$ cat config.mk
export PLATFORM = sky130hd
export DESIGN_NAME = svc_rate_alloc
export DESIGN_NICKNAME = d
export VERILOG_FILES = /design/src/rtl/sra_pkg.sv /design/src/rtl/sra_walk.sv /design/src/rtl/sra_step.sv /design/src/rtl/svc_rate_alloc.sv
export SDC_FILE = /design/constraint.sdc
export NUM_CORES = 2
export LEC_CHECK = 0
export ABC_AREA = 0
export BUFFER_PORTS_ARGS = -buffer_cell sky130_fd_sc_hd__clkbuf_2
export CORE_MARGIN = 1
export CORE_UTILIZATION = 40
export DETAILED_ROUTE_END_ITERATION = 8
export HOLD_SLACK_MARGIN = 0.05
export PLACE_DENSITY = 0.66
export RECOVER_POWER = 25
export SYNTH_ARGS = -nofsm -noshare
export SYNTH_HDL_FRONTEND = slang
export SYNTH_SLANG_ARGS = --single-unit
export TNS_END_PERCENT = 50
$ cat constraint.sdc
create_clock -name clk -period 73.2 [get_ports clk]
set_input_delay 14.64 -clock clk [delete_from_list [all_inputs] [get_ports clk]]
set_output_delay 14.64 -clock clk [all_outputs]
set_load 0.05 [all_outputs]
$ cat src/rtl/sra_pkg.sv
package sra_pkg;
  function automatic int idx_width(input int n);
    return (n > 1) ? $clog2(n) : 1;
  endfunction
endpackage

$ cat src/rtl/sra_walk.sv
module sra_walk #(
  parameter int NCLS = 3,
  localparam int IW = sra_pkg::idx_width(NCLS)
) (
  input  logic          clk,
  input  logic          rst_n,
  input  logic          tick_i,
  output logic          start_o,
  output logic          commit_o,
  output logic          busy_o,
  output logic [IW-1:0] idx_o,
  output logic          done_o
);
  localparam logic [IW-1:0] LAST = IW'(NCLS - 1);

  logic          busy_q, pend_q, done_q;
  logic [IW-1:0] idx_q;

  assign start_o  = tick_i && !busy_q;
  assign commit_o = start_o && pend_q;
  assign busy_o   = busy_q;
  assign idx_o    = idx_q;
  assign done_o   = done_q;

  always_ff @(posedge clk) begin
    if (!rst_n) begin
      busy_q <= 1'b0;
      pend_q <= 1'b0;
      done_q <= 1'b0;
      idx_q  <= '0;
    end else begin
      done_q <= 1'b0;
      if (start_o) begin
        busy_q <= 1'b1;
        idx_q  <= '0;
        pend_q <= 1'b0;
      end else if (busy_q) begin
        if (idx_q == LAST) begin
          busy_q <= 1'b0;
          done_q <= 1'b1;
          pend_q <= 1'b1;
        end else begin
          idx_q <= idx_q + 1'b1;
        end
      end
    end
  end


  done_single_chk: assert property (@(posedge clk) disable iff (!rst_n)
    done_q |=> !done_q);

  done_after_last_chk: assert property (@(posedge clk) disable iff (!rst_n)
    $rose(done_q) |-> ($past(busy_q) && $past(idx_q) == LAST));
endmodule

$ cat src/rtl/sra_step.sv
module sra_step #(
  parameter int DW   = 16,
  parameter int FRAC = 8,
  parameter int SW   = 5,
  parameter int CW   = 19
) (
  input  logic [DW-1:0]        u_prev,
  input  logic [DW-1:0]        x_now,
  input  logic [DW-1:0]        x_prev,
  input  logic [DW-1:0]        x_tgt,
  input  logic [DW-1:0]        r_min,
  input  logic signed [CW-1:0] ceil_i,
  input  logic [SW-1:0]        shift_i,
  output logic [DW-1:0]        u_new
);
  localparam int PW = 2 * DW + 1;
  localparam int EW = PW + 2;

  logic                 hold, below;
  logic [DW-1:0]        dmag;
  logic [PW-1:0]        pmag, smag;
  logic signed [EW-1:0] uext, mext, cext, stepv, cand, hi, lo;

  always_comb begin
    hold  = ((x_tgt >= x_now) && (x_now > x_prev)) ||
            ((x_tgt <= x_now) && (x_now < x_prev));
    below = x_now < x_tgt;
    dmag  = below ? (x_tgt - x_now) : (x_now - x_tgt);
    pmag  = PW'(u_prev) * PW'(dmag);
    smag  = pmag >> (FRAC + int'(shift_i));
    uext  = $signed(EW'(u_prev));
    mext  = $signed(EW'(r_min));
    cext  = EW'(ceil_i);
    stepv = $signed(EW'(smag));
    if (hold)       cand = uext;
    else if (below) cand = uext - stepv;
    else            cand = uext + stepv;
    hi    = (cand > cext) ? cext : cand;
    lo    = (hi < mext) ? mext : hi;
    u_new = lo[DW-1:0];
  end
endmodule

$ cat src/rtl/svc_rate_alloc.sv
module svc_rate_alloc #(
  parameter int NCLS = 3,
  parameter int DW   = 16,
  parameter int FRAC = 8,
  parameter int SW   = 5
) (
  input  logic               clk,
  input  logic               rst_n,
  input  logic               tick_i,
  input  logic [DW-1:0]      cap_i,
  input  logic [NCLS*DW-1:0] minr_i,
  input  logic [NCLS*DW-1:0] tgt_i,
  input  logic [NCLS*SW-1:0] shift_i,
  input  logic [NCLS*DW-1:0] occ_i,
  output logic [NCLS*DW-1:0] rate_o,
  output logic               done_o
);
  localparam int IW = sra_pkg::idx_width(NCLS);
  localparam int CW = DW + $clog2(NCLS + 1) + 1;

  logic [DW-1:0] occ_a [NCLS];
  logic [DW-1:0] min_a [NCLS];
  logic [DW-1:0] tgt_a [NCLS];
  logic [SW-1:0] sh_a  [NCLS];
  logic [DW-1:0] occ_s [NCLS];
  logic [DW-1:0] prv_q [NCLS];
  logic [DW-1:0] shd_q [NCLS];
  logic [DW-1:0] rate_q[NCLS];

  logic start, commit, busy, done;
  logic [IW-1:0] idx;
  logic [CW-1:0] used_q, lowsum;
  logic signed [CW-1:0] ceil_v;
  logic [DW-1:0] s_u, s_x, s_xp, s_xd, s_min, u_new;
  logic [SW-1:0] s_sh;

  for (genvar k = 0; k < NCLS; k++) begin : g_unpack
    assign occ_a[k] = occ_i[k*DW +: DW];
    assign min_a[k] = minr_i[k*DW +: DW];
    assign tgt_a[k] = tgt_i[k*DW +: DW];
    assign sh_a[k]  = shift_i[k*SW +: SW];
    assign rate_o[k*DW +: DW] = rate_q[k];
  end

  sra_walk #(.NCLS(NCLS)) u_walk (
    .clk(clk), .rst_n(rst_n), .tick_i(tick_i), .start_o(start),
    .commit_o(commit), .busy_o(busy), .idx_o(idx), .done_o(done)
  );
  assign done_o = done;

  always_comb begin
    s_u = '0; s_x = '0; s_xp = '0; s_xd = '0; s_min = '0; s_sh = '0;
    lowsum = '0;
    for (int k = 0; k < NCLS; k++) begin
      if (IW'(k) == idx) begin
        s_u   = shd_q[k];
        s_x   = occ_s[k];
        s_xp  = prv_q[k];
        s_xd  = tgt_a[k];
        s_min = min_a[k];
        s_sh  = sh_a[k];
      end
      if (k > int'(idx)) lowsum = lowsum + CW'(min_a[k]);
    end
    ceil_v = $signed(CW'(cap_i)) - $signed(lowsum) - $signed(used_q);
  end

  sra_step #(.DW(DW), .FRAC(FRAC), .SW(SW), .CW(CW)) u_step (
    .u_prev(s_u), .x_now(s_x), .x_prev(s_xp), .x_tgt(s_xd), .r_min(s_min),
    .ceil_i(ceil_v), .shift_i(s_sh), .u_new(u_new)
  );

  always_ff @(posedge clk) begin
    if (!rst_n) begin
      used_q <= '0;
      for (int k = 0; k < NCLS; k++) begin
        occ_s[k]  <= '0;
        prv_q[k]  <= '0;
        shd_q[k]  <= min_a[k];
        rate_q[k] <= min_a[k];
      end
    end else begin
      if (start) begin
        used_q <= '0;
        for (int k = 0; k < NCLS; k++) occ_s[k] <= occ_a[k];
      end
      if (commit) begin
        for (int k = 0; k < NCLS; k++) rate_q[k] <= shd_q[k];
      end
      if (busy) begin
        used_q <= used_q + CW'(u_new);
        for (int k = 0; k < NCLS; k++) begin
          if (IW'(k) == idx) begin
            shd_q[k] <= u_new;
            prv_q[k] <= occ_s[k];
          end
        end
      end
    end
  end

  logic [CW-1:0] rsum, msum;
  always_comb begin
    rsum = '0;
    msum = '0;
    for (int k = 0; k < NCLS; k++) begin
      rsum = rsum + CW'(rate_q[k]);
      msum = msum + CW'(min_a[k]);
    end
  end


  cap_budget_chk: assert property (@(posedge clk) disable iff (!rst_n)
    (msum <= CW'(cap_i)) |-> (rsum <= CW'(cap_i)));

  rate_hold_chk: assert property (@(posedge clk) disable iff (!rst_n)
    !$past(tick_i) |-> $stable(rate_o));

  busy_tick_chk: assert property (@(posedge clk) disable iff (!rst_n)
    (busy && tick_i) |=> $stable(rate_o));

  for (genvar k = 0; k < NCLS; k++) begin : g_floor

    rate_floor_chk: assert property (@(posedge clk) disable iff (!rst_n)
      rate_q[k] >= min_a[k]);
  end
endmodule

==> key figures <==
Placed design
  – Post-DP HPWL: 79.9 mm
  – I/O Buffers: 226
  – Dpl ws: 35860 ps
  – Placer Congestion: 0.999
  – Placed Instances: 4667

Clock tree
  – CTS H-tree lvls: 1
  – CTS tree: built
  – Worst-Skew Late Latency: 550 ps
  – Hold_buf cts: 0
  – CTS buffer count: 23
  – Gates resized, CTS repair: 0
  – Clk root buf: clkbuf_16
  – Clock Pin Slew Worst Setup and Hold Paths: 60 ps
  – TritonCTS sink count: 216
  – Longest Clk Path Bufs: 3
  – Setup Buffers After CTS: 0

Routing
  – DRT Wirelength: 100 mm
  – DR WL/cell: 21.3 um
  – DRT antenna net count: 0
  – Initial DRC count: 2197
  – Pre-antenna DRT Iters: 8
  – Via count: 26300
  – Vias per std cell: 5.58
  – DRC viols: 8

Global routing
  – Initial antenna violation count: 6
  – Vias in the first global route: 25700
  – First-pass GRT wire length: 152 mm
  – Remaining Overflow, GRT: 0
  – Global-route usage over all layers: 26.5%
  – Pin count of the biggest net entering global routing: 116

Yosys
  – Share of the synthesized area in the top cell type: 19.5%
  – Asr flop ratio synth: 0%
  – Yosys top cell by area: edfxtp_1
  – Distinct cell type count after synthesis: 96
  – Post-synth top cells: nand2_1, nor2_1, inv_1
  – Synth warnings: 0
  – Top cells by area, synth: edfxtp_1, fa_1, ha_1
  – Syn nets: 4291
  – Post-synth EDFFs: 192
  – Synth Area per Inst: 8.19 um^2
  – Ys flop type: edfxtp_1
  – Gate Count Post-Synth: 3611
  – Post-synthesis register bit count: 216
  – Synthesized cell area: 29600 um^2
  – Most frequent cell after synthesis: nand2_1
  – Post-synthesis sequential area ratio: 21.1%

Timing
  – Fin crit period: 37260 ps
  – F_max: 26.8 MHz
  – RSZ-0062 raised after global routing: no
  – Final number of setup-violating endpoints: 0
  – Setup TNS: 0 ps
  – Final Max Slew Viols: 157
  – Worst slew pin tran: 2660 ps
  – Hold slack: 519 ps
  – Fraction of the cycle the final worst path needs: 50.9%
  – Worst slew margin: -77.5%
  – Post-route setup slack: 35940 ps
  – Skew final: 22.3 ps
  – Final Hold Fails: 0

Floorplanning
  – Core area: 73100 um^2
  – Die Footprint: 75000 um^2
  – Die height: 274 um
  – Initial Util: 40.5%
  – # IOs: 227
  – Die width: 274 um
  – Rows: 99

Worst setup path
  – Crit-path slowest cell: xor2_1
  – WP data arrival: 37730 ps
  – Most frequent CP cell: o21ai_0
  – Worst path required time: 73670 ps
  – Crit. End Element: flip-flop
  – Worst-path fanout max: 29
  – Largest stage delay, worst path: 1040 ps
  – Type of origin of the critical path: input pin
  – Crit path kind: input pin to flip-flop

Run
  – Max-Cap Viols: 4

Finish
  – Fin cells: 4711
  – Share of cells above drive strength 1: 11.5%
  – Layout Nets: 4413
  – Synthesis-to-layout area growth: 9.45%

Outcome
  – Status: finished with violations
  – Failing checks: DRC, capacitance limit, slew limit

Min path
  – Worst hold path class: flip-flop to flip-flop
-- sequential cells by signal (all words and copies together) (netlist names) --
name           flops
u_walk.idx_o       2
shd_q             48
prv_q             48
u_walk.pend_q      1
rate_q            48
u_walk.busy_o      1
occ_s             48
used_q            19
u_walk.done_o      1
-- cells by family (layout without fill, tap and decap cells) --
kind of cell	count (synthesis)	count (layout)	synth area share (%)
AND/OR/NAND/NOR	1241	1241	19.1
buffers and inverters	619	758	8.02
adder cells (fa/ha/maj)	503	503	26.7
AO/OA/AOI/OAI	814	814	17.7
other	0	2	0
multiplexers	105	105	3.98
flip-flops	216	216	21.1
XOR/XNOR	113	113	3.40
-- through the flow --
step	utilization [%]	instance area, um^2
global route	44.3	32400
finish	44.3	32400
CTS	44.3	32400
global placement	43.4	31700
floorplan	-	29600
detailed placement	43.4	31700
-- worst paths after layout --
path | startpoint | end | slack [ps] | depth (start not counted)
worst max-delay path | tgt_i[0] | used_q[18]$_SDFFE_PN0P_ | 35940 | 95
worst min-delay path | used_q[18]$_SDFFE_PN0P_ | used_q[18]$_SDFFE_PN0P_ | 520 | 1
worst max register to register | u_walk.idx_o[1]$_SDFFE_PP0P_ | used_q[18]$_SDFFE_PN0P_ | 48250 | 92
worst min register to register | used_q[18]$_SDFFE_PN0P_ | used_q[18]$_SDFFE_PN0P_ | 520 | 1
-- cell usage in the layout (no fill, tap or decap), types with 109 or more instances in the layout --
cell      count
fa_1        214
edfxtp_1    192
clkbuf_2    224
a21oi_1     289
o21ai_0     148
inv_1       422
ha_1        285
nor2_1      428
nand2_1     431
and2_1      109
-- layer usage --
layer	wire length (um)	GRT usage, %	share of wire [%]	up-vias
met1	42500	35.5	42	12600
met4	5000	12.0	5.0	6
met5	38	0	0.038	-
li1	-	-	-	12400
met3	7930	3.67	7.9	215
met2	44600	42.3	45	1079
-- critical path, delay by kind of cell --
family / cells / cell delay (ps)
mux: 2 / 770
buf+inv: 11 / 1260
simple gates: 20 / 2620
fa+ha+maj: 13 / 5450
compound gates: 48 / 11940
xor+xnor: 1 / 1040
-- final cells by class --
type	instances	area (um^2)
Timing Repair Buffer	278	1520
Clock inverter	15	121
Inverter	438	1640
Fill cell	7308	40700
Multi-Input combinational cell	2776	21000
Antenna cell	2	5.00
Sequential cell	216	6250
Clock buffer	27	591
Tap cell	959	1200
Power is left out: the tool's default activity adds up to more than one toggle a clock period on the data nets, which glitch-free logic cannot reach.
